### config.mk
export PLATFORM = sky130hd
export DESIGN_NAME = kbc_center_calc
export DESIGN_NICKNAME = d
export VERILOG_FILES = /design/src/rtl/kbc_pkg.sv /design/src/rtl/kbc_mul_lane.sv /design/src/rtl/kbc_steer.sv /design/src/rtl/kbc_route.sv /design/src/rtl/kbc_ctrl.sv /design/src/rtl/kbc_center_calc.sv
export SDC_FILE = /design/constraint.sdc
export NUM_CORES = 2
export LEC_CHECK = 0
export BUFFER_PORTS_ARGS = -buffer_cell sky130_fd_sc_hd__buf_2
export CAP_MARGIN = 10
export CORE_MARGIN = 4
export CORE_UTILIZATION = 30
export DETAILED_ROUTE_END_ITERATION = 10
export HOLD_SLACK_MARGIN = 0.08
export PLACE_DENSITY_LB_ADDON = 0.12
export REMOVE_ABC_BUFFERS = 1
export SETUP_SLACK_MARGIN = 0.3
export SKIP_LAST_GASP = 1
export SLEW_MARGIN = 0
export SYNTH_ARGS = -nofsm -noshare
export SYNTH_HDL_FRONTEND = slang
export SYNTH_SLANG_ARGS = --single-unit
### constraint.sdc
create_clock -name clk -period 13 [get_ports clk]
set_input_delay 2.6 -clock clk [delete_from_list [all_inputs] [get_ports clk]]
set_output_delay 2.6 -clock clk [all_outputs]
set_load 0.01 [all_outputs]
### src/rtl/kbc_pkg.sv
`timescale 1ns/1ps
package kbc_pkg;

    // Width used for all intermediate arithmetic before saturation.
    localparam int WIDE = 48;

    typedef enum logic [0:0] {
        ST_IDLE = 1'b0,
        ST_VEC  = 1'b1
    } kbc_state_e;

    // Clip a wide signed value to the range of a w-bit signed number.
    function automatic logic signed [WIDE-1:0] sat_wide(
        input logic signed [WIDE-1:0] v,
        input int                     w
    );
        logic signed [WIDE-1:0] hi;
        logic signed [WIDE-1:0] lo;
        hi = (WIDE'(1) <<< (w - 1)) - WIDE'(1);
        lo = ~hi;
        if (v > hi)      return hi;
        else if (v < lo) return lo;
        else             return v;
    endfunction

endpackage

### src/rtl/kbc_mul_lane.sv
`timescale 1ns/1ps
module kbc_mul_lane
    import kbc_pkg::*;
#(
    parameter int DW   = 14,
    parameter int FRAC = 7
) (
    input  logic signed [DW-1:0] coef,
    input  logic signed [DW-1:0] sym,
    input  logic signed [DW-1:0] shat,
    output logic signed [DW-1:0] term
);

    localparam logic signed [WIDE-1:0] HALF = WIDE'(1) <<< (FRAC - 1);

    logic signed [WIDE-1:0] diff_raw;
    logic signed [WIDE-1:0] diff_sat;
    logic signed [WIDE-1:0] prod;
    logic signed [WIDE-1:0] rounded;

    always_comb begin
        // Decision offset, clipped to the fixed-point range.
        diff_raw = WIDE'(sym) - WIDE'(shat);
        diff_sat = sat_wide(diff_raw, DW);
        // Full-precision product, round half up, back to 7.7.
        prod     = WIDE'(coef) * diff_sat;
        rounded  = (prod + HALF) >>> FRAC;
        term     = DW'(sat_wide(rounded, DW));
    end

endmodule

### src/rtl/kbc_steer.sv
`timescale 1ns/1ps
module kbc_steer #(
    parameter int W = 16
) (
    input  logic [W-1:0] din,
    input  logic         sel,
    output logic [W-1:0] out_hi,
    output logic [W-1:0] out_lo
);

    // One input, two outputs: select high feeds out_hi, low feeds out_lo.
    always_comb begin
        if (sel) begin
            out_hi = din;
            out_lo = '0;
        end else begin
            out_hi = '0;
            out_lo = din;
        end
    end

endmodule

### src/rtl/kbc_route.sv
`timescale 1ns/1ps
module kbc_route #(
    parameter int W     = 16,
    parameter int NCELL = 3,
    parameter int OW    = 2
) (
    input  logic [W-1:0]       din,
    input  logic [OW-1:0]      owner,
    output logic [NCELL*W-1:0] dout
);

    // carry[c] is the value still travelling down the chain at stage c.
    logic [W-1:0] carry [NCELL];

    assign carry[0] = din;

    for (genvar c = 0; c < NCELL - 1; c++) begin : g_stage
        logic [W-1:0] hi_out;
        kbc_steer #(.W(W)) u_steer (
            .din    (carry[c]),
            .sel    (owner == OW'(c)),
            .out_hi (hi_out),
            .out_lo (carry[c+1])
        );
        assign dout[c*W +: W] = hi_out;
    end

    // The final cell takes whatever no earlier stage claimed.
    assign dout[(NCELL-1)*W +: W] = carry[NCELL-1];

endmodule

### src/rtl/kbc_ctrl.sv
`timescale 1ns/1ps
module kbc_ctrl
    import kbc_pkg::*;
#(
    parameter int CW = 6
) (
    input  logic          clk,
    input  logic          rst_n,
    input  logic          acc_i,
    input  logic          last_i,
    input  logic [CW-1:0] cfg_i,
    output logic          idle_o,
    output logic [CW-1:0] cfg_o
);

    kbc_state_e    state_q;
    kbc_state_e    state_d;
    logic [CW-1:0] cfg_q;

    // State register.
    always_ff @(posedge clk or negedge rst_n) begin
        if (!rst_n) state_q <= ST_IDLE;
        else        state_q <= state_d;
    end

    // Configuration captured on the opening beat of a vector.
    always_ff @(posedge clk or negedge rst_n) begin
        if (!rst_n)                            cfg_q <= '0;
        else if (acc_i && state_q == ST_IDLE)  cfg_q <= cfg_i;
    end

    // Next state and outputs.
    always_comb begin
        state_d = state_q;
        idle_o  = 1'b0;
        cfg_o   = cfg_q;
        unique case (state_q)
            ST_IDLE: begin
                idle_o = 1'b1;
                cfg_o  = cfg_i;
                if (acc_i && !last_i) state_d = ST_VEC;     // START
            end
            ST_VEC: begin
                if (acc_i && last_i) state_d = ST_IDLE;     // END
            end
            default: state_d = ST_IDLE;
        endcase
    end

    // the captured configuration is frozen while a vector is open.
    a_r6_cfg_frozen: assert property (
        @(posedge clk) disable iff (!rst_n)
        (state_q == ST_VEC) |=> $stable(cfg_q)
    );

    // accepting the closing beat returns the controller to idle.
    a_r6_vec_close: assert property (
        @(posedge clk) disable iff (!rst_n)
        (state_q == ST_VEC && acc_i && last_i) |=> (state_q == ST_IDLE)
    );

endmodule

### src/rtl/kbc_center_calc.sv
`timescale 1ns/1ps
module kbc_center_calc
    import kbc_pkg::*;
#(
    parameter int DW    = 14,
    parameter int FRAC  = 7,
    parameter int NCELL = 3,
    parameter int NGRP  = 3,
    parameter int GSZ   = 2
) (
    input  logic                        clk,
    input  logic                        rst_n,
    input  logic                        coef_we,
    input  logic [$clog2(NGRP*GSZ)-1:0] coef_addr,
    input  logic [DW-1:0]               coef_wdata,
    input  logic                        in_valid,
    output logic                        in_ready,
    input  logic                        in_last,
    input  logic [NGRP*$clog2(NCELL)-1:0] cfg_i,
    input  logic [NCELL*DW-1:0]         est_i,
    input  logic [NGRP*GSZ*DW-1:0]      sym_i,
    input  logic [NGRP*GSZ*DW-1:0]      shat_i,
    output logic                        out_valid,
    input  logic                        out_ready,
    output logic [NCELL*DW-1:0]         center_o
);

    localparam int NLANE = NGRP * GSZ;
    localparam int LW    = $clog2(NLANE);
    localparam int OW    = $clog2(NCELL);
    localparam int CW    = NGRP * OW;
    localparam int SW    = DW + $clog2(NLANE) + 2;

    // ---------------- control ----------------
    logic          pipe_en;
    logic          acc;
    logic          idle;
    logic [CW-1:0] cfg_eff;

    assign pipe_en  = !out_valid || out_ready;
    assign in_ready = pipe_en;
    assign acc      = in_valid && pipe_en;

    kbc_ctrl #(.CW(CW)) u_ctrl (
        .clk    (clk),
        .rst_n  (rst_n),
        .acc_i  (acc),
        .last_i (in_last),
        .cfg_i  (cfg_i),
        .idle_o (idle),
        .cfg_o  (cfg_eff)
    );

    // ---------------- coefficient store ----------------
    logic signed [DW-1:0] coef_q [NLANE];
    logic [NLANE*DW-1:0]  coef_flat;

    for (genvar m = 0; m < NLANE; m++) begin : g_coef
        always_ff @(posedge clk or negedge rst_n) begin
            if (!rst_n)
                coef_q[m] <= '0;
            else if (coef_we && idle && coef_addr == LW'(m))
                coef_q[m] <= coef_wdata;
        end
        assign coef_flat[m*DW +: DW] = coef_q[m];
    end

    // ---------------- stage 1: multiplier pool ----------------
    logic signed [DW-1:0] lane_term [NLANE];
    logic signed [DW-1:0] s1_term   [NLANE];
    logic                 s1_valid;
    logic [NCELL*DW-1:0]  s1_est;
    logic [CW-1:0]        s1_cfg;

    for (genvar m = 0; m < NLANE; m++) begin : g_lane
        kbc_mul_lane #(.DW(DW), .FRAC(FRAC)) u_lane (
            .coef (coef_q[m]),
            .sym  (sym_i[m*DW +: DW]),
            .shat (shat_i[m*DW +: DW]),
            .term (lane_term[m])
        );
        always_ff @(posedge clk or negedge rst_n) begin
            if (!rst_n)       s1_term[m] <= '0;
            else if (pipe_en) s1_term[m] <= lane_term[m];
        end
    end

    always_ff @(posedge clk or negedge rst_n) begin
        if (!rst_n) begin
            s1_valid <= 1'b0;
            s1_est   <= '0;
            s1_cfg   <= '0;
        end else if (pipe_en) begin
            s1_valid <= in_valid;
            s1_est   <= est_i;
            s1_cfg   <= cfg_eff;
        end
    end

    // ---------------- stage 2: group sums, steering, cell sums ----------------
    logic [NCELL*SW-1:0] routed [NGRP];

    for (genvar g = 0; g < NGRP; g++) begin : g_grp
        logic signed [SW-1:0] gsum;
        logic [NCELL-1:0]     nz;

        always_comb begin
            gsum = '0;
            for (int k = 0; k < GSZ; k++)
                gsum = gsum + SW'(s1_term[g*GSZ + k]);
        end

        kbc_route #(.W(SW), .NCELL(NCELL), .OW(OW)) u_route (
            .din   (gsum),
            .owner (s1_cfg[g*OW +: OW]),
            .dout  (routed[g])
        );

        always_comb begin
            for (int c = 0; c < NCELL; c++)
                nz[c] = (routed[g][c*SW +: SW] != '0);
        end

        // a group's partial sum reaches at most one cell.
        a_r4_single_dest: assert property (
            @(posedge clk) disable iff (!rst_n)
            $countones(nz) <= 1
        );
    end

    logic signed [SW-1:0]   csum  [NCELL];
    logic [NCELL*DW-1:0]    center_d;
    logic [NCELL*DW-1:0]    center_q;

    always_comb begin
        for (int c = 0; c < NCELL; c++) begin
            csum[c] = '0;
            for (int g = 0; g < NGRP; g++)
                csum[c] = csum[c] + $signed(routed[g][c*SW +: SW]);
            center_d[c*DW +: DW] = DW'(sat_wide(
                WIDE'($signed(s1_est[c*DW +: DW])) - WIDE'(csum[c]), DW));
        end
    end

    always_ff @(posedge clk or negedge rst_n) begin
        if (!rst_n) begin
            out_valid <= 1'b0;
            center_q  <= '0;
        end else if (pipe_en) begin
            out_valid <= s1_valid;
            center_q  <= center_d;
        end
    end

    assign center_o = center_q;

    // ---------------- assertions ----------------
    // a stalled result holds its value.
    a_r8_hold: assert property (
        @(posedge clk) disable iff (!rst_n)
        (out_valid && !out_ready) |=> (out_valid && $stable(center_o))
    );

    // no beat is taken while the output is stalled.
    a_r8_no_accept: assert property (
        @(posedge clk) disable iff (!rst_n)
        (out_valid && !out_ready) |-> !in_ready
    );

    // an accepted beat reaches the lane register on the next edge.
    a_r7_stage_fill: assert property (
        @(posedge clk) disable iff (!rst_n)
        (in_valid && in_ready) |=> s1_valid
    );

    // a filled lane register reaches the output when the pipe moves.
    a_r7_out_fill: assert property (
        @(posedge clk) disable iff (!rst_n)
        (s1_valid && pipe_en) |=> out_valid
    );

    // coefficients cannot change while a vector is open.
    a_r5_coef_frozen: assert property (
        @(posedge clk) disable iff (!rst_n)
        !idle |=> $stable(coef_flat)
    );

endmodule

==> impl_metrics.yaml <==
run_status:
  status: "finished clean"
timing:
  fin_setup_tns_ns: 0
  finalWorstPathRequiredPeriod_ns: 12.28
  skew_ns: 0.04275
  post-route-period-util_pct: 94.48
  worst_pin_slew_ns: 1.233
  slew_headroom_pct: 17.82
  finalHoldViolCount: 0
  rsz0062_at_grt: "yes"
  max_freq_mhz: 81.42
  slew_violations: 0
  setup_ws_ns: 0.7175
  setup_viol: 0
floorplanning:
  fp.dieH_um: 515.8
  die-area_um2: 266000
  num_rows: 186
  core_um2: 256700
  initial_utilization_pct: 30.13
  die_w_um: 515.8
  ios: 283
logic_synthesis:
  yosysSeqAreaShare_pct: 8.638
  synthArstFlopShare_pct: 100.0
  yosys.area.top_type: "fa_1"
  synthTopCellsByArea: "fa_1, ha_1, inv_1"
  synth_common_cells: "inv_1, fa_1, nand2_1"
  yosysWarnings: 0
  synth_area_um2: 77350
  synth_edf_count: 0
  yosysMostFrequentCell: "inv_1"
  synth_area_per_cell_um2: 8.517
  synth_flop_cell: "dfrtp_1"
  syn_inst: 9081
  ys_types: 88
  synth_seq_cells: 267
  synth_top_cell_area_share_pct: 36.03
global_routing:
  grt_max_degree: 124
  grt_overflow: 0
  grt_pass1_vias: 64800
  grt_pass1_wl_um: 373300
  grt_antenna_before_repair: 13
  track_usage_pct: 17.72
clocking:
  path_clk_slew_ns: 0.06
  cts_num_sinks: 267
  cts_hold_buf: 0
  root_buffer: "clkbuf_16"
  cts_tree: "yes"
  h-tree-depth: 2
  clock_path_buffers: 3
  clk_latency_ns: 0.63
  cts_made_buffers: 38
worst_setup_path:
  path_common_cell: "fa_1"
  crit_path_start_kind: "input port"
  crit_path_end_kind: "register"
  reg2reg_depth: 25
  cpPeakStageDelay_ns: 0.67
  cp.arrival_ns: 12.84
  path_class: "input port to register"
  cp_max_fo: 14
  critPathSlowestCell: "or4b_2"
  required_ns: 13.56
finish:
  syn_to_final_growth_pct: 9.263
  nets: 11530
  drive_gt1_share_pct: 7.450
  finalNonFillerCells: 12680
route:
  vias_per_cell: 4.765
  dr_total_vias: 60410
  drt-total-wl_um: 232300
  drtPass1Iterations: 6
  dr.first_iter.drc_count: 2932
  wl_per_cell_um: 18.32
  antenna_left: 0
  drc_errors: 0
placement:
  dp_hpwl_um: 196700
  gp_congestion: 0.8520
  dp_slack_ns: -0.1852
  io_buffers: 282
  post-place-cells: 12600
worst_hold_path:
  whs_path_depth: 1
  hold_path.class: "register to register"
job:
  cap_violations: 0
-- per-stage QoR --
stage | hold WS [ns] | cell area, um2 | util (%)
2_1_floorplan | 0.4346 | 76090 | -
3_3_place_gp | 0.4447 | 83080 | 32.37
3_5_place_dp | 0.4453 | 83090 | 32.37
4_1_cts | 0.4613 | 84380 | 32.87
5_1_grt | 0.5041 | 84500 | 32.92
6_report | 0.4641 | 84510 | 32.92
-- cells by family (layout without fill, tap and decap cells) --
family                   count (synthesis)  after routing  share of synthesized area [%]
AND/OR/NAND/NOR                       2600           2601                          16.67
other                                    0              5                              0
multiplexers                           113            113                          1.616
flip-flops                             267            267                          8.638
AO/OA/AOI/OAI                         1387           1387                          11.59
adder cells (fa/ha/maj)               2046           2046                          46.57
buffers and inverters                 2377           2584                          11.62
XOR/XNOR                               291            291                          3.295
-- state kept, by name, summed over array words and instances, names as in the netlist, named ones only --
name	cells
s1_valid	1
out_valid	1
s1_term	84
coef_flat	84
s1_cfg	6
u_ctrl.cfg_q	6
s1_est	42
center_o	42
-- cell usage in the layout (no fill, tap or decap), drive strengths merged, types with 92 or more instances in the layout --
cell	netlist	final
fa	1392	1392
a21o	200	200
nor2b	130	130
nor2	431	431
o21ai	266	266
dfrtp	267	267
a21oi	399	399
nand2	888	889
and2	664	664
ha	642	642
xor2	92	92
inv	2060	2064
mux2	95	95
xnor2	199	199
buf	12	455
nor3	94	94
-- final cells by class --
class | count | area (um2)
diodes | 5 | 12.51
clock inverters | 19 | 252.7
repair buffers | 455 | 2758
clock buffers | 50 | 1037
multi-input cells | 6438 | 61800
well taps | 3384 | 4234
inverters | 2060 | 7740
fillers | 27250 | 172200
flip-flops and latches | 267 | 6681
-- metal layers --
metal	vias up	wire length (um)	track usage, %
li1	28570	-	-
met1	30670	109800	25.10
met2	1007	109500	29.58
met3	162	7664	1.384
met4	0	5306	3.700
met5	-	0	0
-- critical path, delay by kind of cell --
kind / cells / cell delay [ns]
XOR/XNOR: 1 / 0.16
adder cells (fa/ha/maj): 9 / 3.91
AO/OA/AOI/OAI: 12 / 2.29
multiplexers: 1 / 0.15
buffers and inverters: 10 / 0.98
AND/OR/NAND/NOR: 8 / 2.69
-- final timing paths --
path,start,to,slack (ns)
worst min-delay path,s1_valid,out_valid,0.46
min in group asynchronous,rst_n,coef_flat[82],2.04
worst max-delay path,sym_i[70],s1_term[3],0.72
worst min register to register,s1_valid,out_valid,0.46
max in group asynchronous,rst_n,s1_est[17],9.54
worst max register to register,coef_flat[2],s1_term[73],4.43
-- what timing repair did --
item / CTS / global route
gates resized for setup: 0 / 18
setup endpoints to repair: 0 / 39
setup buffers: 0 / 4
Power is not shown: default switching activity piles up to over one toggle a cycle in this logic, so the estimate is an artifact.
